### src/rtl/wpv_pkg.sv
package wpv_pkg;

    localparam int LINE_SHIFT_DEF = 7;

    typedef enum logic [1:0] {
        PICK_NONE    = 2'd0,
        PICK_EMPTY   = 2'd1,
        PICK_UNUSED  = 2'd2,
        PICK_LOWEST  = 2'd3
    } pick_kind_e;

endpackage

### src/rtl/wpv_mask_bank.sv
module wpv_mask_bank
    import wpv_pkg::*;
#(
    parameter int NUM_WAYS = 8,
    parameter int NUM_REQ  = 5,
    parameter int RID_W    = 3
) (
    input  logic                clk,
    input  logic                rst,
    input  logic                wr_en,
    input  logic [RID_W-1:0]    wr_sel,
    input  logic [NUM_WAYS-1:0] wr_data,
    input  logic [RID_W-1:0]    rd_id,
    output logic [NUM_WAYS-1:0] rd_mask,
    output logic                rd_ok
);

    logic [NUM_WAYS-1:0] mask_q [NUM_REQ];
    logic                wr_legal;

    assign wr_legal = wr_en && !(&wr_data);

    for (genvar g = 0; g < NUM_REQ; g++) begin : g_req
        always_ff @(posedge clk) begin
            if (rst) begin
                mask_q[g] <= '0;
            end else if (wr_legal && (wr_sel == RID_W'(g))) begin
                mask_q[g] <= wr_data;
            end
        end


        mask_legal_chk: assert property (@(posedge clk) disable iff (rst)
            !(&mask_q[g]));


        mask_reject_chk: assert property (@(posedge clk) disable iff (rst)
            (wr_en && (wr_sel == RID_W'(g)) && (&wr_data)) |=> $stable(mask_q[g]));
    end

    always_comb begin
        rd_mask = '1;
        rd_ok   = 1'b0;
        for (int i = 0; i < NUM_REQ; i++) begin
            if (rd_id == RID_W'(i)) begin
                rd_mask = mask_q[i];
                rd_ok   = 1'b1;
            end
        end
    end

endmodule

### src/rtl/wpv_way_pick.sv
module wpv_way_pick
    import wpv_pkg::*;
#(
    parameter int NUM_WAYS = 8,
    parameter int WAY_W    = 3
) (
    input  logic                req_ok,
    input  logic [NUM_WAYS-1:0] block_mask,
    input  logic [NUM_WAYS-1:0] st_valid,
    input  logic [NUM_WAYS-1:0] st_dirty,
    input  logic [NUM_WAYS-1:0] st_locked,
    input  logic [NUM_WAYS-1:0] st_use,
    output logic                found,
    output logic [WAY_W-1:0]    way,
    output logic                wb,
    output pick_kind_e          kind
);

    logic [NUM_WAYS-1:0] cand;
    logic [NUM_WAYS-1:0] cand_empty;
    logic [NUM_WAYS-1:0] cand_unused;

    function automatic logic [WAY_W-1:0] lowest_set(input logic [NUM_WAYS-1:0] vec);
        logic [WAY_W-1:0] r;
        r = '0;
        for (int i = NUM_WAYS - 1; i >= 0; i--) begin
            if (vec[i]) r = WAY_W'(i);
        end
        return r;
    endfunction

    assign cand        = ~block_mask & ~st_locked & {NUM_WAYS{req_ok}};
    assign cand_empty  = cand & ~st_valid;
    assign cand_unused = cand & ~st_use;

    always_comb begin
        kind = PICK_NONE;
        way  = '0;
        if (|cand_empty) begin
            kind = PICK_EMPTY;
            way  = lowest_set(cand_empty);
        end else if (|cand_unused) begin
            kind = PICK_UNUSED;
            way  = lowest_set(cand_unused);
        end else if (|cand) begin
            kind = PICK_LOWEST;
            way  = lowest_set(cand);
        end
        found = (kind != PICK_NONE);
        wb    = found && st_valid[way] && st_dirty[way];
    end

endmodule

### src/rtl/wpv_victim_sel.sv
module wpv_victim_sel
    import wpv_pkg::*;
#(
    parameter int NUM_WAYS   = 8,
    parameter int NUM_CORES  = 4,
    parameter int NUM_SETS   = 1024,
    parameter int ADDR_W     = 32,
    parameter int LINE_SHIFT = LINE_SHIFT_DEF,
    localparam int NUM_REQ   = NUM_CORES + 1,
    localparam int RID_W     = $clog2(NUM_REQ + 1),
    localparam int WAY_W     = $clog2(NUM_WAYS),
    localparam int SET_W     = $clog2(NUM_SETS)
) (
    input  logic                clk,
    input  logic                rst,
    input  logic                mask_wr_en,
    input  logic [RID_W-1:0]    mask_wr_sel,
    input  logic [NUM_WAYS-1:0] mask_wr_data,
    input  logic                req_valid,
    input  logic [RID_W-1:0]    req_id,
    input  logic [ADDR_W-1:0]   req_addr,
    input  logic [NUM_WAYS-1:0] way_valid,
    input  logic [NUM_WAYS-1:0] way_dirty,
    input  logic [NUM_WAYS-1:0] way_locked,
    input  logic [NUM_WAYS-1:0] way_use,
    output logic [SET_W-1:0]    set_idx,
    output logic                vic_valid,
    output logic                vic_found,
    output logic [WAY_W-1:0]    vic_way,
    output logic                vic_wb
);

    logic [NUM_WAYS-1:0] sel_mask;
    logic                sel_ok;
    logic                pk_found;
    logic [WAY_W-1:0]    pk_way;
    logic                pk_wb;
    pick_kind_e          pk_kind;

    assign set_idx = req_addr[LINE_SHIFT +: SET_W];

    wpv_mask_bank #(
        .NUM_WAYS (NUM_WAYS),
        .NUM_REQ  (NUM_REQ),
        .RID_W    (RID_W)
    ) u_masks (
        .clk     (clk),
        .rst     (rst),
        .wr_en   (mask_wr_en),
        .wr_sel  (mask_wr_sel),
        .wr_data (mask_wr_data),
        .rd_id   (req_id),
        .rd_mask (sel_mask),
        .rd_ok   (sel_ok)
    );

    wpv_way_pick #(
        .NUM_WAYS (NUM_WAYS),
        .WAY_W    (WAY_W)
    ) u_pick (
        .req_ok     (sel_ok),
        .block_mask (sel_mask),
        .st_valid   (way_valid),
        .st_dirty   (way_dirty),
        .st_locked  (way_locked),
        .st_use     (way_use),
        .found      (pk_found),
        .way        (pk_way),
        .wb         (pk_wb),
        .kind       (pk_kind)
    );

    always_ff @(posedge clk) begin
        if (rst) begin
            vic_valid <= 1'b0;
            vic_found <= 1'b0;
            vic_way   <= '0;
            vic_wb    <= 1'b0;
        end else begin
            vic_valid <= req_valid;
            if (req_valid) begin
                vic_found <= pk_found;
                vic_way   <= pk_way;
                vic_wb    <= pk_wb;
            end
        end
    end


    resp_follow_chk: assert property (@(posedge clk) disable iff (rst)
        req_valid |=> vic_valid);


    no_locked_victim_chk: assert property (@(posedge clk) disable iff (rst)
        (req_valid && pk_found) |=>
            ((($past(way_locked) >> vic_way) & NUM_WAYS'(1)) == '0));


    mask_respected_chk: assert property (@(posedge clk) disable iff (rst)
        (req_valid && pk_found) |=>
            ((($past(sel_mask) >> vic_way) & NUM_WAYS'(1)) == '0));


    wb_needs_found_chk: assert property (@(posedge clk) disable iff (rst)
        vic_wb |-> vic_found);


    bad_id_none_chk: assert property (@(posedge clk) disable iff (rst)
        (req_valid && !sel_ok) |=> !vic_found);

endmodule

### config.mk
export PLATFORM = sky130hd
export DESIGN_NAME = wpv_victim_sel
export DESIGN_NICKNAME = d
export VERILOG_FILES = /design/src/rtl/wpv_pkg.sv /design/src/rtl/wpv_mask_bank.sv /design/src/rtl/wpv_way_pick.sv /design/src/rtl/wpv_victim_sel.sv
export SDC_FILE = /design/constraint.sdc
export NUM_CORES = 1
export LEC_CHECK = 0
export BUFFER_PORTS_ARGS = -buffer_cell sky130_fd_sc_hd__buf_2
export CORE_MARGIN = 1.5
export CORE_UTILIZATION = 42
export DETAILED_ROUTE_END_ITERATION = 8
export HOLD_SLACK_MARGIN = 0.02
export PLACE_DENSITY = 0.69
export SETUP_SLACK_MARGIN = 0.3
export SYNTH_ARGS = -nofsm -noshare
export SYNTH_HDL_FRONTEND = slang
export SYNTH_SLANG_ARGS = --single-unit
### constraint.sdc
create_clock -name clk -period 3.79 [get_ports clk]
set_input_delay 0.379 -clock clk [delete_from_list [all_inputs] [get_ports clk]]
set_output_delay 0.379 -clock clk [all_outputs]
set_load 0.02 [all_outputs]
**Word level (Yosys, flattened, before mapping)**

Memories as Yosys holds them, arrays and structs flattened.
Cells that the tools add are included.

- Order comparisons: 1
- Eq/ne operators: 8
- Mux-type cells: 66
- Bitwise gates (word level): 13
- Reduce and logical (&&, ||, !) cells: 16

Operators by type and width:

| kind | number |
|---|---|
| two-way mux 3 bit | 27 |
| two-way mux 8 bit | 10 |
| bitwise AND 8 bit | 4 |
| NOT 8 bit | 4 |
| two-way mux 1 bit | 24 |
| OR reduction 8 bit | 3 |
| == test 3 x 2 -> 1 bit (second input constant) | 4 |
| logical AND 1 bit | 8 |
| AND reduction 8 bit | 1 |
| binary-select mux 1 bit (select 3 bit) | 2 |
| == test 3 x 1 -> 1 bit (second input constant) | 2 |
| == test 3 bit (second input constant) | 2 |
| logical NOT 3 bit | 2 |
| two-way mux 2 bit | 3 |
| OR 1 bit | 5 |
| less-than comparator 3 x 4 -> 1 bit (second input constant) | 1 |
| nonzero test 2 bit | 1 |
| logical NOT 1 bit | 1 |

- Bits in registers: 6
- RAM bits: 40
- Input port bits: 82
- Output and inout port bits: 16
- Logic and storage cells: 109
- Memories kept: 1

Memories:

| memory | depth | bits a word | rd ports | clocked after Yosys merged registers in | write ports | line | text |
|---|---|---|---|---|---|---|---|
| u_masks.mask_q | 5 | 8 | 5 | 0 | 5 | wpv_mask_bank.sv:18 | `logic [NUM_WAYS-1:0] mask_q [NUM_REQ];` |

**Logic depth before layout (Yosys ltp)**

- Depth after elaboration: 24
- Depth in mapped cells: 11
- Mapped depth without buffers: 9

**Cells and area by module**

From an unflattened synthesis, not the netlist that was laid out.

- Cell total of the unflattened synthesis: 288
- Area total of the unflattened synthesis: 3056.7 um^2

By module, submodules not included:

| module | times used | cells each | area each (um^2) | seq. area each (um^2) |
|---|---|---|---|---|
| wpv_mask_bank | 1 | 163 | 2048.2 | 1201.2 |
| wpv_way_pick | 1 | 97 | 726.9 | 0.0 |
| wpv_victim_sel | 1 | 28 | 281.5 | 120.1 |

**Worst setup path after synthesis**

Ideal clock, no wire load.

- Path kind: input to register
- From: in req_id[1]
- To: reg vic_wb
- Setup time: 0.116 ns
- Arrival: 2.775 ns
- Data required time: 3.674 ns
- Setup slack: 0.899 ns
- Cell stages on the path: 11
- Path buffers: 2
- Cell sequence: buf_6 -> mux2_1 -> o22a_1 -> or3_1 -> clkbuf_1 -> a22o_1 -> o21ai_0 -> a31oi_1 -> a22oi_1 -> mux2_2 -> a41o_1

- Longest elaborated chain between the ends: 24
- Elaborated cells between the ends (all ways): 60
- Classes of those cells: eq/ne: 4; mux: 44; bitwise: 5; reduce/logical: 7

RTL lines:

| element | line | text |
|---|---|---|
| from (decl) | wpv_victim_sel.sv:20 | `input logic [RID_W-1:0] req_id,` |
| logical NOT 3 bit | wpv_mask_bank.sv:45 | `if (rd_id == RID_W'(i)) begin` |
| two-way mux 8 bit (5 in a row) | wpv_mask_bank.sv:45 |  |
| NOT 8 bit | wpv_way_pick.sv:32 | `assign cand = ~block_mask & ~st_locked & {NUM_WAYS{req_ok}};` |
| bitwise AND 8 bit | wpv_way_pick.sv:32 |  |
| bitwise AND 8 bit * | wpv_way_pick.sv:32 |  |
| two-way mux 3 bit / bitwise AND 8 bit (equally long branches) | wpv_way_pick.sv:27, wpv_way_pick.sv:34 |  |
| two-way mux 3 bit (7 in a row) | wpv_way_pick.sv:27 | `if (vec[i]) r = WAY_W'(i);` |
| two-way mux 3 bit, on equally long branches | wpv_way_pick.sv:45, wpv_way_pick.sv:27 |  |
| two-way mux 3 bit | wpv_way_pick.sv:42 | `end else if (\|cand_unused) begin` |
| two-way mux 3 bit | wpv_way_pick.sv:39 | `if (\|cand_empty) begin` |
| binary-select mux 1 bit (select 3 bit) | wpv_way_pick.sv:50 | `wb = found && st_valid[way] && st_dirty[way];` |
| two-way mux 1 bit (implied by the code) | wpv_way_pick.sv:50 |  |
| logical AND 1 bit | wpv_way_pick.sv:50 |  |
| logical AND 1 bit * | wpv_way_pick.sv:50 |  |
| to (signal assigned) | wpv_victim_sel.sv:84 | `vic_wb <= pk_wb;` |
| to (decl) | wpv_victim_sel.sv:30 | `output logic vic_wb` |

Every way passes the cells marked *; elsewhere a longest branch is shown, timed or not. The select of a mux whose other input is x is not followed.
A chain may end at the register's enable or synchronous reset.

**Worst setup path after layout**

Ends and elaborated chain as after synthesis.

==> results.tsv <==
metric	value	unit
dpl ws	0.304	ns
top sig layer	met4	
floorplan die height	85.2	µm
number of cells traversed by the worst register-to-register path	9	
number of hold buffers added after CTS	0	
Largest delay share family, worst path	compound AO/OA/AOI/OAI gates	
top post-synthesis cells by area	sky130_fd_sc_hd__edfxtp_1, sky130_fd_sc_hd__and2_1, sky130_fd_sc_hd__dfxtp_1, sky130_fd_sc_hd__mux2i_1, sky130_fd_sc_hd__buf_4	
CP peak stage delay	0.48	ns
antenna violations before repair	0	
proportion of total power due to net switching	28.6	%
detailed-route vias per instance	5.75	
Core Box Area	6460	µm²
timing-limited maximum frequency	312	MHz
NumNets Final	390	
antenna-violating nets left	0	
prevailing post-synth register cell	sky130_fd_sc_hd__edfxtp_1	
unrepaired setup endpoints after global routing	false	
Endpoint, Worst Hold	vic_way[1]	
end of the worst register-to-register path	vic_wb	
fraction of synthesis flops using an asynchronous set or reset pin	0	%
total gr overflow	0	
leak pwr	1.26	nW
number of gates resized after CTS	0	
1st-pass router iterations	6	
starting density of the core	44.0	%
Initial DRC Count	134	
launch point of the worst hold path	rst	
post-route standard cell area excluding fillers	3170	µm²
WL final	6780	µm
Syn. warnings	0	
number of enable flip-flop cells after synthesis	40	
net switching power	0.331	mW
Slew HR	43.7	%
number of hold-slack violations in the final timing report	0	
number of cells produced by synthesis	262	
PnR Total Power	1.16	mW
transition time of the tightest slew-check pin	0.843	ns
area of the die	7270	µm²
start of the worst register-to-register path	u_masks.mask_q[3][3]	
Non-Filler Instances	386	
average cell area after synthesis	10.8	µm²
most frequent cell on the critical path	sky130_fd_sc_hd__mux2_2	
worst path cell trace	buf_2 -> buf_4 -> mux2_2 -> a21oi_1 -> and3b_1 -> a2111oi_4 -> a2111o_1 -> nor2_1 -> o221ai_1 -> mux2_2 -> a41o_1	
Residual DRC	5	
Critical Setup Path Class	input port to flop	
run status	complete, but fails checks	
number of antenna diodes	0	
placed cells	378	
CTS H-tree depth	2	
Worst Setup Slack, final	0.583	ns
power share of the combinational group	23.0	%
Clk network pwr share	25.5	%
growth of design area from synthesis to finish	11.8	%
die width	85.2	µm
synthesized netlist net count	344	
Synth top area share	42.3	%
kind of start point of the critical path	input port	
post-CTS clock slew at the launch and capture registers of the worst setup and hold paths	0.08	ns
ratio of total power to cell area	365	nW/µm²
area of the mapped netlist	2840	µm²
post-synth top area cell	sky130_fd_sc_hd__edfxtp_1	
min-delay worst type	input port to flop	
maximum fanout count along the critical path	21	
length of routed met3 wiring	402	µm
Port Buffer Count	55	
number of clock sinks	46	
Met1 Routed Length	3020	µm
Seq pwr share	51.5	%
critical path data arrival time	3.40	ns
Hold Path Cell Cnt	2	
clock buffers created by TritonCTS	5	
Wirelength per Cell	17.6	µm
final clock period utilization by the worst path	84.6	%
worst hold margin	0.407	ns
final estimated routing congestion in global placement	0.834	
clock latency reported for the late side of the worst-skew pair	0.30	ns
clock tree from TritonCTS	built	
synthesis-stage register bit count	46	
internal portion of total power	0.827	mW
distinct cell type count after synthesis	60	
met2 layer wire length in the routed design	3270	µm
violated checks	DRC	
all-layer global routing usage	19.6	%
Post-Place Cell Area	3090	µm²
Bufs on Longest Clock Path	2	
multi-input combinational cell area	1370	µm²
slowest CP cell	sky130_fd_sc_hd__a2111o_1	
Final Max Tran Viols	0	
max cap viols	0	
Crit path buffers/inverters	2	
first-pass GRT wire length	11000	µm
share of the yosys chip area belonging to registers	46.5	%
maximum number of pins on one net before global-route repair	22	
fraction of final layout cells sized beyond drive strength 1	26.9	%
CTS Root Buffer Type	sky130_fd_sc_hd__clkbuf_8	
required time of the worst setup path	3.98	ns
Top-Level Pins	98	
final-layout fill cell count	607	
total of endpoints with negative setup slack in the final report	0	
post-route core utilization	49.1	%
flip-flop and latch area	1320	µm²
Post CTS Setup Buffer Count	0	
Min Clock Period, post-route	3.21	ns
total negative slack	0	ns
DPL Wire Length	5220	µm
worst-case clock skew	0.00699	ns
Setup crit end kind	flop	
vias in the first global route	2202	
standard-cell rows	29	
VDD IR max	0.200	mV
total via count after detailed routing	2220	
reg-to-reg slack, setup	0.90	ns
## cells in the final DEF (no fill, tap or decap), types with 6 or more instances in the layout
cell type and count:
sky130_fd_sc_hd__o21ai_0 6, sky130_fd_sc_hd__mux2i_1 12, sky130_fd_sc_hd__o21bai_1 7, sky130_fd_sc_hd__nand2_1 15
sky130_fd_sc_hd__mux2_2 6, sky130_fd_sc_hd__or3_1 7, sky130_fd_sc_hd__nor2_1 18, sky130_fd_sc_hd__dfxtp_1 6
sky130_fd_sc_hd__nor3_1 11, sky130_fd_sc_hd__buf_2 55, sky130_fd_sc_hd__edfxtp_1 40, sky130_fd_sc_hd__and2_1 43
## state kept, by name, indices dropped and copies added, names as in the netlist
signal and flops:
vic_way 3, vic_valid 1, u_masks.mask_q 40, vic_wb 1, vic_found 1
## power by group through the flow
| stage | logic, mW | clock network (mW) | registers [mW] |
|---|---|---|---|
| finish | 0.266 | 0.296 | 0.596 |
| global route | 0.292 | 0.324 | 0.599 |
| CTS | 0.266 | 0.305 | 0.596 |
| detailed placement | 0.265 | 0 | 0.608 |
| global placement | 0.259 | 0 | 0.606 |
| floorplan | 0.184 | 0 | 0.614 |
## final cells by class
class                           count  share of cell area [%]
Timing Repair Buffer               57                    9.14
Tap cell                           77                    3.04
Clock buffer                        6                    2.29
Multi-Input combinational cell    194                    43.0
Inverter                            4                   0.473
Clock inverter                      2                   0.434
Sequential cell                    46                    41.6
## cell usage after synthesis, types with 2 or more instances
cell type                  instances
sky130_fd_sc_hd__o211a_1           5
sky130_fd_sc_hd__clkbuf_1          3
sky130_fd_sc_hd__nand2b_1          2
sky130_fd_sc_hd__nor2_2            2
sky130_fd_sc_hd__nand4_1           4
sky130_fd_sc_hd__nor3_1           11
sky130_fd_sc_hd__mux2_2            6
sky130_fd_sc_hd__a21oi_1           3
sky130_fd_sc_hd__o221ai_1          3
sky130_fd_sc_hd__a22o_1            2
sky130_fd_sc_hd__a31oi_1           3
sky130_fd_sc_hd__inv_1             4
sky130_fd_sc_hd__o22ai_1           4
sky130_fd_sc_hd__edfxtp_1         40
sky130_fd_sc_hd__or3_1             7
sky130_fd_sc_hd__o21ai_0           6
sky130_fd_sc_hd__buf_2             2
sky130_fd_sc_hd__buf_4            10
sky130_fd_sc_hd__nor2_1           18
sky130_fd_sc_hd__nor2b_1           3
sky130_fd_sc_hd__nor4_1            3
sky130_fd_sc_hd__dfxtp_1           6
sky130_fd_sc_hd__mux2i_1          12
sky130_fd_sc_hd__buf_6             2
sky130_fd_sc_hd__and2_1           43
sky130_fd_sc_hd__o22a_1            2
sky130_fd_sc_hd__o21a_1            3
sky130_fd_sc_hd__nand2_1          15
sky130_fd_sc_hd__o21bai_1          7
## worst max-delay path by stage
stage,startpoint,endpoint,slack (ns),cells past startpoint
final,req_id[1],vic_wb,0.58,11
after global routing,req_id[1],vic_wb,0.40,11
after CTS,req_id[1],vic_wb,0.62,11
after detailed placement,req_id[1],vic_wb,0.30,11
after global placement,req_id[1],vic_wb,0.40,11
after floorplan,req_id[1],vic_wb,0.90,11
## layer usage
metal	up-vias	GRT usage, %
met2	72	32.8
li1	1080	-
met1	1059	26.6
met4	0	5.66
met5	-	0
met3	9	3.02
## cells by family (layout without fill, tap and decap cells)
| kind of cell | Yosys count | after routing | share of synthesized area, % |
|---|---|---|---|
| flops | 46 | 46 | 46.5 |
| mux | 19 | 19 | 7.00 |
| simple gates | 118 | 118 | 23.4 |
| buf+inv | 22 | 69 | 5.42 |
| compound gates | 57 | 57 | 17.6 |
Power figures use the tool's default switching activity.
